--- config.mk ---
export PLATFORM = sky130hd
export DESIGN_NAME = branch_target_unit
export DESIGN_NICKNAME = d
export VERILOG_FILES = /design/src/rtl/bjt_pkg.sv /design/src/rtl/bjt_operand.sv /design/src/rtl/bjt_cond.sv /design/src/rtl/bjt_target.sv /design/src/rtl/branch_target_unit.sv
export SDC_FILE = /design/constraint.sdc
export NUM_CORES = 1
export LEC_CHECK = 0
export BUFFER_PORTS_ARGS = -buffer_cell sky130_fd_sc_hd__buf_4
export CAP_MARGIN = 20
export CORE_AREA = 2 2 106 108
export CTS_CLUSTER_DIAMETER = 40
export DETAILED_ROUTE_END_ITERATION = 10
export DIE_AREA = 0 0 108 110
export GPL_ROUTABILITY_DRIVEN = 0
export PLACE_DENSITY = 0.78
export SYNTH_ARGS = -nofsm -noshare
export SYNTH_HDL_FRONTEND = slang
export SYNTH_SLANG_ARGS = --single-unit
--- constraint.sdc ---
create_clock -name clk -period 2 [get_ports clk]
set_clock_uncertainty 0.05 [all_clocks]
set_input_delay 0.6 -clock clk [delete_from_list [all_inputs] [get_ports clk]]
set_output_delay 0.6 -clock clk [all_outputs]
set_load 0.03 [all_outputs]
--- src/rtl/bjt_pkg.sv ---
package bjt_pkg;
  localparam int OPC_W  = 4;
  localparam int BIDX_W = 5;

  typedef enum logic [OPC_W-1:0] {
    OP_BGT   = 4'd0,
    OP_BGE   = 4'd1,
    OP_BLT   = 4'd2,
    OP_BLE   = 4'd3,
    OP_BEQ   = 4'd4,
    OP_BNE   = 4'd5,
    OP_BRA   = 4'd6,
    OP_BBSET = 4'd7,
    OP_BBCLR = 4'd8,
    OP_JMP   = 4'd9,
    OP_JAL   = 4'd10
  } ctl_op_e;

  typedef enum logic [1:0] {
    SRC_SEQ,
    SRC_REL,
    SRC_ABS
  } tgt_src_e;
endpackage

--- src/rtl/bjt_operand.sv ---
module bjt_operand #(
  parameter int DATA_W = 32,
  parameter int PC_W   = 16,
  parameter int IMMB_W = 8
) (
  input  logic              imm_sel,
  input  logic [DATA_W-1:0] src2,
  input  logic [IMMB_W-1:0] imm8,
  input  logic [PC_W-1:0]   imm16,
  output logic [DATA_W-1:0] br_opnd,
  output logic [PC_W-1:0]   jmp_opnd
);
  localparam int ZPAD_W = DATA_W - IMMB_W;

  // branch operand: zero-extended short immediate or register
  assign br_opnd  = imm_sel ? {{ZPAD_W{1'b0}}, imm8} : src2;
  // jump operand: full-width immediate or low bits of the register
  assign jmp_opnd = imm_sel ? imm16 : src2[PC_W-1:0];
endmodule

--- src/rtl/bjt_cond.sv ---
module bjt_cond
  import bjt_pkg::*;
#(
  parameter int DATA_W = 32
) (
  input  logic [OPC_W-1:0]  opcode,
  input  logic [DATA_W-1:0] src1,
  input  logic [DATA_W-1:0] br_opnd,
  output tgt_src_e          tsel
);
  logic             bit_hit;
  logic             take;
  logic [BIDX_W-1:0] bidx;

  assign bidx    = br_opnd[BIDX_W-1:0];
  assign bit_hit = src1[bidx];

  always_comb begin
    take = 1'b0;
    tsel = SRC_SEQ;
    unique case (opcode)
      OP_BGT:   take = br_opnd >  src1;
      OP_BGE:   take = br_opnd >= src1;
      OP_BLT:   take = br_opnd <  src1;
      OP_BLE:   take = br_opnd <= src1;
      OP_BEQ:   take = br_opnd == src1;
      OP_BNE:   take = br_opnd != src1;
      OP_BRA:   take = 1'b1;
      OP_BBSET: take = bit_hit;
      OP_BBCLR: take = !bit_hit;
      default:  take = 1'b0;
    endcase
    if (opcode == OP_JMP || opcode == OP_JAL) tsel = SRC_ABS;
    else if (take)                            tsel = SRC_REL;
  end
endmodule

--- src/rtl/bjt_target.sv ---
module bjt_target
  import bjt_pkg::*;
#(
  parameter int PC_W   = 16,
  parameter int OFFS_W = 10
) (
  input  tgt_src_e          tsel,
  input  logic [PC_W-1:0]   cur_pc,
  input  logic [OFFS_W-1:0] br_off,
  input  logic [PC_W-1:0]   jmp_opnd,
  output logic [PC_W-1:0]   seq_pc,
  output logic [PC_W-1:0]   tgt_pc
);
  logic [PC_W-1:0] off_ext;

  generate
    if (OFFS_W < PC_W) begin : g_sext
      assign off_ext = {{(PC_W-OFFS_W){br_off[OFFS_W-1]}}, br_off};
    end else begin : g_trunc
      assign off_ext = br_off[PC_W-1:0];
    end
  endgenerate

  assign seq_pc = cur_pc + {{(PC_W-1){1'b0}}, 1'b1};

  always_comb begin
    unique case (tsel)
      SRC_REL: tgt_pc = cur_pc + off_ext;
      SRC_ABS: tgt_pc = jmp_opnd;
      default: tgt_pc = seq_pc;
    endcase
  end
endmodule

--- src/rtl/branch_target_unit.sv ---
module branch_target_unit
  import bjt_pkg::*;
#(
  parameter int DATA_W = 32,
  parameter int PC_W   = 16,
  parameter int IMMB_W = 8,
  parameter int OFFS_W = 10,
  parameter int RSYNC  = 2
) (
  input  logic              clk,
  input  logic              rst_n,
  input  logic              issue,
  input  logic [OPC_W-1:0]  opcode,
  input  logic              imm_sel,
  input  logic [PC_W-1:0]   cur_pc,
  input  logic [DATA_W-1:0] src1,
  input  logic [DATA_W-1:0] src2,
  input  logic [IMMB_W-1:0] imm8,
  input  logic [PC_W-1:0]   imm16,
  input  logic [OFFS_W-1:0] br_off,
  output logic [PC_W-1:0]   next_pc,
  output logic [PC_W-1:0]   link_pc,
  output logic              link_we
);
  // reset: asynchronous assert, synchronous release
  logic [RSYNC-1:0] rst_pipe;
  logic             rst_sync_n;

  always_ff @(posedge clk or negedge rst_n) begin
    if (!rst_n) rst_pipe <= '0;
    else        rst_pipe <= {rst_pipe[RSYNC-2:0], 1'b1};
  end
  assign rst_sync_n = rst_pipe[RSYNC-1];

  logic [DATA_W-1:0] br_opnd;
  logic [PC_W-1:0]   jmp_opnd;
  tgt_src_e          tsel;
  logic [PC_W-1:0]   seq_pc;
  logic [PC_W-1:0]   tgt_pc;

  bjt_operand #(.DATA_W(DATA_W), .PC_W(PC_W), .IMMB_W(IMMB_W)) u_opnd (
    .imm_sel (imm_sel),
    .src2    (src2),
    .imm8    (imm8),
    .imm16   (imm16),
    .br_opnd (br_opnd),
    .jmp_opnd(jmp_opnd)
  );

  bjt_cond #(.DATA_W(DATA_W)) u_cond (
    .opcode (opcode),
    .src1   (src1),
    .br_opnd(br_opnd),
    .tsel   (tsel)
  );

  bjt_target #(.PC_W(PC_W), .OFFS_W(OFFS_W)) u_tgt (
    .tsel    (tsel),
    .cur_pc  (cur_pc),
    .br_off  (br_off),
    .jmp_opnd(jmp_opnd),
    .seq_pc  (seq_pc),
    .tgt_pc  (tgt_pc)
  );

  // next-state
  logic [PC_W-1:0] pc_d;
  logic [PC_W-1:0] link_d;
  logic            we_d;
  logic            is_jal;
  logic            pc_en;
  logic            link_en;

  assign is_jal  = (opcode == OP_JAL);
  assign pc_en   = issue;
  assign link_en = issue && is_jal;

  always_comb begin
    pc_d   = tgt_pc;
    link_d = seq_pc;
    we_d   = link_en;
  end

  // registers
  always_ff @(posedge clk or negedge rst_sync_n) begin
    if (!rst_sync_n) begin
      next_pc <= '0;
      link_pc <= '0;
      link_we <= 1'b0;
    end else begin
      if (pc_en)   next_pc <= pc_d;
      if (link_en) link_pc <= link_d;
      link_we <= we_d;
    end
  end
endmodule

==> flow_summary.yaml <==
sta:
  hold_viol: 0
  period_share_pct: 161
  timing.final.ws_setup_ps: -1220
  slew_violations: 0
  max_freq_mhz: 311
  grt_setup_unrepaired: "true"
  holdWs_ps: 18.7
  fin_crit_ps: 3220
  setup_viol: 16
synth:
  yosys.area.top_type: "dfrtp_1"
  yosysUniqueCellTypes: 55
  synth-seq-cells: 35
  synth_enable_flop_cells: 0
  synth_top_area_share_pct: 20.8
  ys_top_cells_by_area: "dfrtp_1 21%, ha_1 14%, mux2i_1 5.9%"
  ys_async_sr_fraction_pct: 100
  synth-main-ff-cell: "dfrtp_1"
  syn_inst: 529
  synth_fp_nets: 700
  yosysSeqAreaShare_pct: 20.8
  synth_area_per_cell_um2: 7.96
  yosys_warnings: 0
  synthesis.area_mm2: 0.00421
grt:
  grt_pass1_wl_mm: 25.8
  antenna_found_initial: 0
  overflow: 0
  first_global_vias: 5576
  grt_usage_pct: 27.3
  grt_max_degree: 34
drt:
  drt_iter0_markers: 372
  route.detailed.wl_per_inst_um: 17.6
  num_vias: 5328
  wirelength_mm: 17.0
  drt-pass1-iter-count: 5
  antenna_left: 0
  drc: 0
  viasPerCell: 5.53
setup_path:
  max_stage_delay_ps: 530
  cp-start-kind: "input pin"
  criticalPathCategory: "input pin to flop"
  rr_startpoint: "next_pc[0]"
  critical_path.max_fanout: 6
  crit_path_end_kind: "flop"
  critPathRequiredTime_ps: 2180
  crit_slowest_cell: "or4_4"
  cp_cell_sequence: "buf_12, mux2i_4, buf_12, mux2i_1, mux2i_1, mux4_2, a211oi_4, mux2i_2, buf_4, or4_4, a31oi_1"
  crit_path_start: "imm_sel"
  cp.arrival_ps: 3400
outcome:
  violations: "negative setup slack"
  outcome: "finished, violations left"
cts:
  cts_sinks: 35
  cts_root_buffer: "clkbuf_8"
  worstSkewPairLatency_ps: 290
  clk_pin_slew_worst_paths_ps: 80
  cts_tree: "built"
  numCtsBuffers: 5
  clock_path_buffers: 2
  ctsHtreeMaxLevel: 2
die:
  start_util_pct: 39.4
  dieHeight_um: 110
  num_rows: 38
  die_x_um: 108
  core_area_mm2: 0.0107
  io_pins: 155
  dieArea_mm2: 0.0119
min_path:
  worstHoldPathType: "input pin to asynchronous set/reset pin"
final_layout:
  syn2layout_area_growth_pct: 75.8
  layout.cells.non_filler: 963
  nets: 993
  layout_common_cells: "292 x buf_4, 45 x nor2_1, 42 x inv_1, 42 x ha_1, 41 x nand2_1"
  drive_gt1_share_pct: 47.8
  n_antenna_cell: 0
  final_common_cell: "buf_4"
  fin_area_mm2: 0.00741
power_and_ir_drop:
  clock_power_share_pct: 19.8
  intPower_uw: 2420
  p_seq_share_pct: 24.4
  leakage_uw: 0.00366
  p_sw_uw: 1480
  pwr-share-comb_pct: 55.8
  peakVddDrop_v: 0.000528
  switching_share_pct: 38.1
  power.density_mw_per_mm2: 527
run:
  maxCapViolCount: 0
placed_design:
  portBuffers: 154
  dpl_cell_area_mm2: 0.00661
  place_inst: 941
  dp_hpwl_mm: 13.1
[synth_stat cells, types with 4 or more instances]
cell type   n
a21o_1      7
a21oi_1    47
a31oi_1     9
and2_1      5
clkbuf_1   17
dfrtp_1    35
ha_1       48
inv_1      42
mux2_2     10
mux2i_1    25
nand2_1    42
nand2b_1   13
nand3_1    13
nand4_1    10
nor2_1     46
nor2b_1    28
nor3_1      8
nor4_1      4
o211ai_1    4
o21ai_0    17
o21bai_1    6
o311ai_0    5
o311ai_1    8
o31ai_1     5
o41ai_1     4
or3_1       6
xnor2_1    15
xor2_1     11
[final timing paths]
path / endpoint / slack (ps) / cells after the start
worst min-delay path: rst_pipe[0] / 20 / 1
max in group asynchronous: next_pc[15] / 1350 / 1
min in group clk: rst_pipe[1] / 310 / 0
worst max-delay path: next_pc[7] / -1220 / 11
worst min register to register: link_pc[1] / 230 / 1
worst max register to register: next_pc[0] / 1110 / 1
[sequential cells by signal, summed over array words and instances (netlist names)]
register  cells
rst_pipe      2
next_pc      16
link_we       1
link_pc      16
[worst max-delay path, delay by kind of cell]
kind,cells,cell delay [ps]
AO/OA/AOI/OAI,2,470
AND/OR/NAND/NOR,1,530
buffers and inverters,3,440
multiplexers,5,1340
[timing repair]
action / in CTS / in global routing
hold buffers: 0 / 0
pin swaps: 15 / 26
buffers inserted: 9 / 5
cloned: 1 / 1
endpoints found under the setup margin: 19 / 19
resized for setup: 60 / 35
[power groups by stage]
stage / clock network, uW / registers [uW] / logic (uW)
final: 773 / 950 / 2180
after global routing: 806 / 967 / 2320
after CTS: 779 / 948 / 2050
after detailed placement: 0 / 958 / 1900
after global placement: 0 / 958 / 1840
after floorplan: 0 / 1230 / 732
[logic make-up (layout without fill, tap and decap cells)]
logic type                 count (synthesis)  in the layout  share of synthesized area (%)
AOI/OAI and AO/OA                        131            131                           20.4
xor gates and xnor gates                  26             26                           5.41
adders and majority gates                 49             49                           14.7
buffers and inverters                     64            357                           6.03
DFF                                       35             35                           20.8
muxes                                     39             39                           10.8
other                                      1              1                         0.0890
and+or+nand+nor                          184            185                           21.8
[metal layers]
| layer | part of all wire, % | GRT usage, % | wire length [um] | vias to the layer above |
|---|---|---|---|---|
| li1 | - | - | - | 2493 |
| met3 | 7.0 | 4.35 | 1190 | 64 |
| met4 | 3.9 | 11.3 | 658 | 0 |
| met5 | 0 | 0 | 0 | - |
| met2 | 50 | 51.5 | 8440 | 243 |
| met1 | 39 | 30.4 | 6700 | 2528 |
[metrics by stage]
stage | total power [uW] | TNS [ps] | setup WS (ps) | utilization [%]
final | 3900 | -18580 | -1220 | 69.2
after global routing | 4090 | -20530 | -1330 | 69.2
after CTS | 3780 | -16060 | -1040 | 66.7
after detailed placement | 2860 | -26310 | -1670 | 61.8
after global placement | 2800 | -23900 | -1480 | 61.8
after floorplan | 1960 | -23960 | -1570 | -
[area by class of cell]
class	count	area [um^2]
multi-input cells	431	3640
fillers	769	3290
repair buffers	306	2420
flip-flops and latches	35	876
well taps	140	175
inverters	43	161
clock buffers	6	72.6
clock inverters	2	60.1
Note: power is estimated with default switching activity, not from simulation.
